`config.mk`:
```
export PLATFORM = sky130hd
export DESIGN_NAME = omega_net
export DESIGN_NICKNAME = d
export VERILOG_FILES = /design/src/rtl/omega_net.sv
export SDC_FILE = /design/constraint.sdc
export NUM_CORES = 1
export LEC_CHECK = 0
export BUFFER_PORTS_ARGS = -buffer_cell sky130_fd_sc_hd__buf_2
export CORE_UTILIZATION = 50
export CTS_CLUSTER_DIAMETER = 100
export CTS_CLUSTER_SIZE = 25
export DETAILED_ROUTE_END_ITERATION = 7
export PLACE_DENSITY = 0.86
export SLEW_MARGIN = 10
export SYNTH_ARGS = -nofsm -noshare
export SYNTH_HDL_FRONTEND = slang
export SYNTH_SLANG_ARGS = --single-unit
```
`constraint.sdc`:
```
create_clock -name clk -period 4.8 [get_ports clk]
set_input_delay 0 -clock clk [delete_from_list [all_inputs] [get_ports clk]]
set_output_delay 0 -clock clk [all_outputs]
set_load 0.1 [all_outputs]
```
`src/rtl/omega_net.sv`:
```
module omega_net #(
  parameter int N = 8,
  parameter int W = 16,
  localparam int LG = $clog2(N),
  localparam int SW = N / 2
) (
  input  logic            clk,
  input  logic            rst_n,
  input  logic [N-1:0]    in_valid,
  input  logic [N*LG-1:0] in_tag,
  input  logic [N*W-1:0]  in_data,
  output logic [N-1:0]    out_valid,
  output logic [N*W-1:0]  out_data,
  output logic [N-1:0]    in_blocked
);

  function automatic int rotr(input int q);
    return (q >> 1) | ((q & 1) << (LG - 1));
  endfunction

  logic [LG:0][N-1:0]      sv;
  logic [LG-1:0]           st [LG+1][N];
  logic [W-1:0]            sd [LG+1][N];
  logic [LG-1:0]           ss [LG+1][N];
  logic [LG-1:0][SW-1:0]   rr;
  logic [LG-1:0][SW-1:0]   cont;
  logic [N-1:0]            delivered;

  always_comb begin
    int ua, la;
    logic ub, lbit, uw, lw, clash;
    ua = 0; la = 0; ub = 1'b0; lbit = 1'b0; uw = 1'b0; lw = 1'b0; clash = 1'b0;
    cont = '0;
    delivered = '0;
    for (int p = 0; p < N; p++) begin
      sv[0][p] = in_valid[p];
      st[0][p] = in_tag[p*LG +: LG];
      sd[0][p] = in_data[p*W +: W];
      ss[0][p] = LG'(p);
    end
    for (int s = 0; s < LG; s++) begin
      for (int p = 0; p < N; p++) begin
        sv[s+1][p] = 1'b0;
        st[s+1][p] = '0;
        sd[s+1][p] = '0;
        ss[s+1][p] = '0;
      end
      for (int k = 0; k < SW; k++) begin
        ua    = rotr(2*k);
        la    = rotr(2*k + 1);
        ub    = st[s][ua][LG-1-s];
        lbit  = st[s][la][LG-1-s];
        clash = sv[s][ua] & sv[s][la] & (ub == lbit);
        cont[s][k] = clash;
        uw = sv[s][ua] & (~clash | ~rr[s][k]);
        lw = sv[s][la] & (~clash |  rr[s][k]);
        if (uw) begin
          sv[s+1][2*k + int'(ub)] = 1'b1;
          st[s+1][2*k + int'(ub)] = st[s][ua];
          sd[s+1][2*k + int'(ub)] = sd[s][ua];
          ss[s+1][2*k + int'(ub)] = ss[s][ua];
        end
        if (lw) begin
          sv[s+1][2*k + int'(lbit)] = 1'b1;
          st[s+1][2*k + int'(lbit)] = st[s][la];
          sd[s+1][2*k + int'(lbit)] = sd[s][la];
          ss[s+1][2*k + int'(lbit)] = ss[s][la];
        end
      end
    end
    for (int p = 0; p < N; p++) begin
      out_data[p*W +: W] = sd[LG][p];
      if (sv[LG][p]) delivered[ss[LG][p]] = 1'b1;
    end
  end

  assign out_valid  = sv[LG];
  assign in_blocked = in_valid & ~delivered;

  always_ff @(posedge clk or negedge rst_n) begin
    if (!rst_n) rr <= '0;
    else        rr <= rr ^ cont;
  end


  conserve_chk: assert property (@(posedge clk) disable iff (!rst_n)
    $countones(out_valid) + $countones(in_blocked) == $countones(in_valid));


  progress_chk: assert property (@(posedge clk) disable iff (!rst_n)
    (in_valid != '0) |-> (out_valid != '0));


  idle_block_chk: assert property (@(posedge clk) disable iff (!rst_n)
    (in_blocked & ~in_valid) == '0);


  idle_ptr_chk: assert property (@(posedge clk) disable iff (!rst_n)
    ($countones(in_valid) < 2) |=> $stable(rr));


  solo_chk: assert property (@(posedge clk) disable iff (!rst_n)
    ($countones(in_valid) == 1) |-> (in_blocked == '0 && $countones(out_valid) == 1));

endmodule

```
==> impl_metrics.csv, run 1 <==
group,metric,value,unit
status,outcome,"aborted with a tool error",
status,stop_stage,"global routing (5_1_grt)",
status,first-error,"[ERROR GRT-0116] Global routing finished with congestion. Check the congestion regions in the DRC Viewer.",
synthesis,synth_cell_type_count,87,
clock_tree,htreeDepth,1,
global_routing,overflow,34,
place,place_congestion,1.20,
synthesis,synth_flop_cell,"dfrtp_1",
clock_tree,cts_buffers,3,
synthesis,syn_nets,1125,
synthesis,ys_warn_count,0,
place,dp_hpwl,35.7,mm
synthesis,avgSynthCellArea,7.17,um^2
synthesis,async_flop_share,100,%
synthesis,synth.largest_area_cell,"o22a_1",
die,dieHeight,118,um
synthesis,synth-seq-cells,12,
global_routing,grt_pass1_vias,13200,
synthesis,synth_seq_area_share,4.46,%
synthesis,netlist_area,6730,um^2
place,numPortBuffers,305,
die,chipWidth,118,um
die,boundaryPins,306,
clock_tree,cts.sinks,12,
synthesis,synth_top_area_share,14.8,%
die,start_util,51.0,%
die,rows,42,
synthesis,synth-edff-count,0,
place,place_inst,1372,
global_routing,grt_pass1_wl,81.4,mm
synthesis,synth_cells,939,
clock_tree,cts_buffer_depth,2,
global_routing,grt_max_degree,34,
global_routing,track_usage,76.3,%
synthesis,synth_area_leaders,"o22a_1 (15%), a22oi_1 (11%), o22ai_1 (11%)",
clock_tree,cts_root_buffer,"clkbuf_16",
==> cell usage after synthesis (4+ instances only) <==
library cell / number
xnor2_1: 6
nand3_1: 43
buf_2: 31
nand3b_1: 5
nor3b_1: 11
inv_1: 45
a221oi_1: 4
nor4b_1: 4
a31oi_1: 8
o31ai_1: 5
o31a_1: 4
nand3b_2: 4
nor4bb_1: 5
nor4_1: 9
nor2_1: 36
clkbuf_1: 48
and4b_1: 5
nand2_1: 26
o22ai_1: 113
nand2b_1: 6
o22a_1: 114
a22oi_1: 101
o211ai_1: 5
and3b_1: 6
o21ai_0: 50
mux2_2: 6
or3b_1: 7
buf_1: 6
nand4_1: 15
a21oi_1: 11
nand4bb_1: 4
dfrtp_1: 12
ha_1: 24
nand4b_1: 5
or2_2: 4
nor3_1: 22
mux2i_1: 40
a211oi_1: 4
==> cell families after synthesis <==
logic type	after synthesis	share of synthesized area, %
compound gates	461	50.7
simple gates	244	22.3
buf+inv	139	8.89
mux	51	8.12
fa+ha+maj	24	4.46
flops	12	4.46
xor+xnor	8	1.04
==> repair_timing <==
action / 4_1_cts
gates resized for setup: 26
hold buffers: 1
gates cloned: 1
setup buffers: 9
pin swaps: 6
endpoints found under the hold margin: 12
endpoints found under the setup margin: 121
==> stage by stage <==
step                      setup TNS (ps)  worst slack, ps  area, um^2  utilization (%)
after floorplan                    -1390             -270        7720                -
after global placement                 0              210       11500             87.3
after detailed placement           -1680             -204       11500             87.3
after CTS                          -6.55            -6.55       11800             89.6
==> layer usage <==
| layer | overflow | GRT usage [%] |
|---|---|---|
| met1 | 0 | 76.8 |
| met2 | 17 | 93.0 |
| met3 | 0 | 60.1 |
| met4 | 17 | 76.2 |
| met5 | 0 | 25.7 |
==> run 2, diff against run 1 <==
--- a/config.mk
+++ b/config.mk
@@ -6,11 +6,9 @@
 export NUM_CORES = 1
 export LEC_CHECK = 0
 export BUFFER_PORTS_ARGS = -buffer_cell sky130_fd_sc_hd__buf_2
-export CORE_UTILIZATION = 50
-export CTS_CLUSTER_DIAMETER = 100
-export CTS_CLUSTER_SIZE = 25
+export CORE_UTILIZATION = 40
 export DETAILED_ROUTE_END_ITERATION = 7
-export PLACE_DENSITY = 0.86
+export PLACE_DENSITY_LB_ADDON = 0.15
 export SLEW_MARGIN = 10
 export SYNTH_ARGS = -nofsm -noshare
 export SYNTH_HDL_FRONTEND = slang
==> run 2 against run 1 <==
The flow now finishes without violations. Synthesized area stayed put. Synthesized cell count unchanged.
==> impl_metrics.csv, run 2 <==
group,metric,value,unit
place,numPortBuffers,305,
drt,drc,0,
run,maxCapViolCount,0,
finish,layout_commonest_cell,"buf_2",
synthesis,async_flop_share,100,%
finish,diodes,0,
setup_path,worst-path-buf-inv,6,
setup_path,crit_path_cell_trace,"inv_1 > ha_1 > nand3b_1 > buf_4 > mux2i_4 > nand2b_1 > o21ai_1 > ha_1 > buf_4 > o221a_2 > nor2_1 > mux2_2 > a21oi_4 > ha_4 > buf_4 > inv_1 > o21ai_4 > nand3_1 > o2111ai_2 > nor4_4 > buf_6",
synthesis,syn_nets,1125,
setup_path,end_kind,"output port",
synthesis,synth_cell_type_count,87,
die,start_util,40.7,%
setup_path,critical_path_peak_fanout,16,
synthesis,synth_cells,939,
die,boundaryPins,306,
synthesis,synth_top_area_share,14.8,%
place,dp_hpwl,33.5,mm
die,rows,47,
clock_tree,cts.sinks,12,
power,ir_drop,0.000194,V
sta,holdWs,212,ps
global_routing,overflow,0,
setup_path,crit_slowest_cell,"nor4_4",
finish,largest_register_ffs,12,
sta,setup_tns,0,ps
clock_tree,cts_buffers,3,
synthesis,avgSynthCellArea,7.17,um^2
clock_tree,cts_buffer_depth,2,
die,design.die.area,17300,um^2
setup_path,critPathLaunchType,"flop",
drt,viasPerCell,7.51,
finish,fillers,1134,
setup_path,worst-r2r-cell-count,14,
finish,multi_input_area,7460,um^2
drt,num_vias,10900,
finish,final_cell_mix,"buf_2 (165), buf_12 (142), o22a_1 (113)",
drt,ant_nets,0,
status,outcome,"complete, no violations",
global_routing,grt_max_degree,34,
setup_path,critical-path-top-delay-family,"simple AND/OR/NAND/NOR gates",
finish,syn_to_final_growth,87.5,%
synthesis,synth-seq-cells,12,
sta,finalClockSkew,3.11,ps
place,place_congestion,1.10,
synthesis,synth_flop_cell,"dfrtp_1",
synthesis,synth.most_common_cell,"o22a_1",
synthesis,synth_area_leaders,"o22a_1 (15%), a22oi_1 (11%), o22ai_1 (11%)",
finish,regMostFlops,"rr",
clock_tree,cts_tree,"yes",
clock_tree,clk_latency,260,ps
setup_path,reg2reg_from,"rr[0]$_DFF_PN0_",
sta,finalSetupViolations,0,
setup_path,ff2ff_setup_slack,1200,ps
sta,tightest_slew,1290,ps
finish,final_cell_area,12600,um^2
clock_tree,cts_root_buffer,"clkbuf_16",
finish,reg_top3,"rr: 12 flops",
power,total_power,2.93,mW
setup_path,required,4800,ps
drt,drt_first_pass_iters,7,
setup_path,worst-path-stages,21,
synthesis,synth_commonest_cells,"o22a_1 (114), o22ai_1 (113), a22oi_1 (101), o21ai_0 (50), clkbuf_1 (48)",
finish,drive_gt1_share,50.9,%
finish,seqCellArea,300,um^2
global_routing,grt_pass1_vias,9684,
sta,fin_crit_sh,99.4,%
setup_path,rr_endpoint,"rr[8]$_DFF_PN0_",
synthesis,synth-edff-count,0,
sta,min_period,4770,ps
place,place_area,11600,um^2
die,dieHeight,132,um
setup_path,worst_ep_arrival_time,4770,ps
setup_path,crit_top_cell,"buf_4",
drt,routed_wl,43.1,mm
power,p_per_area,232,nW/um^2
synthesis,synth.largest_area_cell,"o22a_1",
power,p_leak,4.40,nW
sta,maxSlewViolCount,0,
drt,wire_per_inst,29.6,um
synthesis,synth_seq_area_share,4.46,%
sta,maxSlewHeadroom,13.7,%
clock_tree,clkTransAtPathRegs,60,ps
setup_path,cpPeakStageDelay,400,ps
die,core,16500,um^2
synthesis,ys_warn_count,0,
synthesis,netlist_area,6730,um^2
sta,fmax,0.209,GHz
finish,final_nets,1423,
setup_path,path_class,"flop to output port",
die,chipWidth,132,um
global_routing,antenna_found_initial,0,
drt,dr.first_iter.drc_count,1729,
sta,hold_viol_final,0,
global_routing,track_usage,45.6,%
global_routing,grt_pass1_wl,60.5,mm
clock_tree,htreeDepth,1,
worst_hold_path,hp-class,"input pin to asynchronous set/reset pin",
-- run 2: cell counts after synthesis --
No cell type changed its count.
-- run 2: final cells by class --
type                    instances  area share (%)
inverters                      45            1.34
flip-flops and latches         12            2.38
multi-input cells             788            59.1
well taps                     220            2.18
repair buffers                387            34.4
clock buffers                   3           0.595
-- run 2: cell families after synthesis --
| kind of cell | count (synthesis) | share of synthesized area (%) |
|---|---|---|
| compound gates | 461 | 50.7 |
| xor+xnor | 8 | 1.04 |
| fa+ha+maj | 24 | 4.46 |
| buf+inv | 139 | 8.89 |
| flops | 12 | 4.46 |
| mux | 51 | 8.12 |
| simple gates | 244 | 22.3 |
-- run 2: per-stage QoR --
step,setup WS [ps],utilization (%),instances
after floorplan,-270,-,939
after global placement,-7.97,70.0,1421
after detailed placement,-58.3,70.0,1421
after CTS,-32.9,71.3,1427
after global routing,-124,76.4,1455
final,26.7,76.4,1455
-- run 2: what timing repair did --
action,in CTS,in global routing
pin swaps,5,23
endpoints found under the setup margin,88,137
endpoints found under the hold margin,12,0
hold buffers,1,0
resized for setup,24,104
buffers inserted,2,27
cloned,0,1
-- run 2: worst max path at each step --
stage,start,slack (ps),endpoint
2_1_floorplan,in_tag[23],-270,out_data[104]
3_3_place_gp,in_tag[14],-8,in_blocked[0]
3_5_place_dp,in_tag[8],-60,in_blocked[0]
4_1_cts,rr[2]$_DFF_PN0_,-30,in_blocked[5]
5_1_grt,rr[0]$_DFF_PN0_,-120,in_blocked[0]
6_report,rr[3]$_DFF_PN0_,30,in_blocked[0]
-- run 2: power by group --
part | switching [mW] | internal, mW
Sequential | 0.0343 | 0.154
Clock | 0.0699 | 0.110
Combinational | 1.71 | 0.854
-- run 2: per-layer routing --
layer  GRT usage, %  vias up  part of all wire, %
met2           67.9     1101                   42
li1               -     4487                    -
met4           23.4        0                  7.2
met5              0        -                    0
met3           12.3      214                   14
met1           60.0     5127                   37
No activity file was read; power rests on OpenSTA's default activity.
==> run 3, diff against run 2 <==
--- a/config.mk
+++ b/config.mk
@@ -8,6 +8,7 @@
 export BUFFER_PORTS_ARGS = -buffer_cell sky130_fd_sc_hd__buf_2
 export CORE_UTILIZATION = 40
 export DETAILED_ROUTE_END_ITERATION = 7
+export GPL_TIMING_DRIVEN = 0
 export PLACE_DENSITY_LB_ADDON = 0.15
 export SLEW_MARGIN = 10
 export SYNTH_ARGS = -nofsm -noshare
==> run 3 against run 2 <==
The run now ends with setup timing left. Power shrank 0.89%. Utilization is 3.6 points lower. Worst hold slack worse by 25 ps. Count of clock-buffer cells in the layout rose by 1. Clock skew increased by 1.1 ps. Die area stayed put. Via count increased by 2.3%. First-iteration DRC count down 2.4%. Combinational power down 2%. Sequential power increased by 2%. Worst setup slack worse by 130 ps. Critical path type unchanged. Highest routed layer unchanged.
==> impl_metrics.csv, run 3 (synthesis gave the netlist of run 2 again) <==
group,metric,value,unit
status,outcome,"complete, but fails checks",
status,violations,"setup timing",
clock_tree,cts.sinks,12,
finish,final_cell_mix,"buf_2 (176), buf_4 (117), o22a_1 (113)",
setup_path,crit_slowest_cell,"or4b_4",
place,place_inst,1457,
die,chipWidth,132,um
setup_path,required,4800,ps
sta,worst_slack,-104,ps
global_routing,track_usage,47.5,%
setup_path,critPathLaunchType,"flop",
global_routing,grt_pass1_wl,62.4,mm
sta,setup_tns,-872,ps
power,seqPwrFrac,6.6,%
drt,num_vias,11200,
setup_path,endpoint,"in_blocked[6]",
setup_path,path_class,"flop to output port",
sta,finalSetupViolations,18,
drt,viasPerCell,7.38,
die,dieHeight,132,um
drt,wire_per_inst,29.7,um
power,total_power,2.90,mW
power,p_per_area,241,nW/um^2
setup_path,worst_ep_arrival_time,4900,ps
finish,drive_gt1_share,52.3,%
die,design.die.area,17300,um^2
power,ir_drop,0.000203,V
drt,dr.first_iter.drc_count,1687,
place,place_area,9490,um^2
power,p_sw,1.83,mW
power,p_leak,4.35,nW
clock_tree,cts_tree,"yes",
setup_path,worst-r2r-cell-count,14,
sta,finalClockSkew,4.16,ps
power,p_sw_share,63.1,%
die,start_util,40.7,%
global_routing,met1_usage,62.4,%
global_routing,grt_max_degree,13,
clock_tree,cts_root_buffer,"clkbuf_16",
finish,layout_commonest_cell,"buf_2",
worst_hold_path,hp-class,"input pin to asynchronous set/reset pin",
clock_tree,htreeDepth,1,
clock_tree,clk_latency,260,ps
setup_path,crit_start,"rr[0]$_DFF_PN0_",
power,comb_power_share,86.7,%
place,numPortBuffers,298,
sta,hold_viol_final,0,
power,internal_power,1.07,mW
die,rows,47,
place,dp_hpwl,34.9,mm
clock_tree,cts_buffers,3,
sta,maxSlewHeadroom,35.9,%
die,core,16500,um^2
setup_path,cpPeakStageDelay,530,ps
die,boundaryPins,306,
finish,regMostFlops,"rr",
sta,fmax,0.204,GHz
setup_path,reg2reg_from,"rr[0]$_DFF_PN0_",
global_routing,grt_pass1_vias,9803,
finish,syn_to_final_growth,78.7,%
sta,maxSlewViolCount,0,
run,maxCapViolCount,0,
finish,fillers,1251,
finish,reg_top3,"rr: 12 flops",
clock_tree,cts_buffer_depth,2,
drt,ant_nets,0,
sta,holdWs,188,ps
setup_path,end_kind,"output port",
setup_path,critical-path-top-delay-family,"simple AND/OR/NAND/NOR gates",
finish,layout.cells.non_filler,1516,
finish,final_util,72.8,%
place,place_congestion,1.07,
finish,diodes,0,
global_routing,use_met3,11.6,%
global_routing,overflow,0,
global_routing,gr-usage-met2,72.6,%
global_routing,grt_busiest_layer,"met2",
sta,min_period,4900,ps
sta,rsz0062_at_grt,"yes",
setup_path,worst-path-stages,19,
place,pre_cts_slack,-1120,ps
setup_path,rr_endpoint,"rr[8]$_DFF_PN0_",
finish,final_nets,1483,
setup_path,worst-path-buf-inv,2,
setup_path,ff2ff_setup_slack,1260,ps
drt,drt_first_pass_iters,6,
finish,final_cell_area,12000,um^2
global_routing,antenna_found_initial,0,
setup_path,crit_path_cell_trace,"ha_4 > or4b_4 > nor2_1 > nor2_1 > a221oi_2 > ha_2 > nor2b_2 > nor3b_4 > a31o_4 > o21bai_4 > a221oi_2 > a21oi_1 > ha_2 > nor3_4 > buf_4 > nand4_1 > nand4_1 > a211oi_4 > buf_12",
setup_path,critical_path_peak_fanout,8,
sta,tightest_slew,960,ps
drt,drc,0,
clock_tree,clkTransAtPathRegs,60,ps
finish,largest_register_ffs,12,
drt,routed_wl,45.0,mm
sta,fin_crit_sh,102,%
power,power_frac_clock,6.7,%
[run 3: power groups by stage]
stage | combinational, mW | clock, mW | sequential [mW]
CTS | 2.27 | 0.191 | 0.187
global route | 2.59 | 0.192 | 0.197
finish | 2.52 | 0.194 | 0.192
floorplan | 1.52 | 0 | 0.178
global placement | 2.01 | 0 | 0.182
detailed placement | 2.01 | 0 | 0.186
[run 3: metal layers]
metal  vias up  wire, um  share of wire, %
met3       229      6190                14
met5         -         0                 0
met2      1079     19100                43
met1      5275     16600                37
met4         0      3060               6.8
li1       4598         -                 -
[run 3: how the worst min path moves through the flow]
stage               startpoint         endpoint  slack (ps)  cells after the start
finish                   rst_n  rr[0]$_DFF_PN0_         190                      2
global route             rst_n  rr[0]$_DFF_PN0_         220                      2
CTS                      rst_n  rr[0]$_DFF_PN0_         200                      2
detailed placement       rst_n  rr[0]$_DFF_PN0_         -70                      1
global placement         rst_n  rr[0]$_DFF_PN0_         -80                      1
floorplan                rst_n  rr[0]$_DFF_PN0_        -300                      0
[run 3: what timing repair did]
item                                    in CTS  in global routing
hold buffers                                 1                  0
gates resized for setup                    364                126
setup buffers                               28                 32
endpoints found under the hold margin       12                  0
pin swaps                                   21                 36
cloned                                       0                  2
endpoints found under the setup margin     144                141
[run 3: worst register-to-register path: stages, from the launching register on]
cell,delay [ps]
dfrtp_1,420
ha_4,200
or4b_4,530
nor2_1,120
nor2_1,70
a221oi_2,310
ha_2,370
nor2b_2,80
nor3b_4,170
a31o_4,270
o21bai_4,210
a221oi_2,240
a21oi_1,100
ha_2,330
inv_1,30
[run 3: layout make-up]
class | instances | area (um^2) | share of cell area [%]
timing repair buffer | 360 | 2960 | 24.6
sequential | 12 | 300 | 2.50
multi-input combinational | 789 | 7640 | 63.5
tap | 220 | 275 | 2.29
buffer | 86 | 594 | 4.94
clock buffer | 4 | 88.8 | 0.739
inverter | 45 | 178 | 1.48
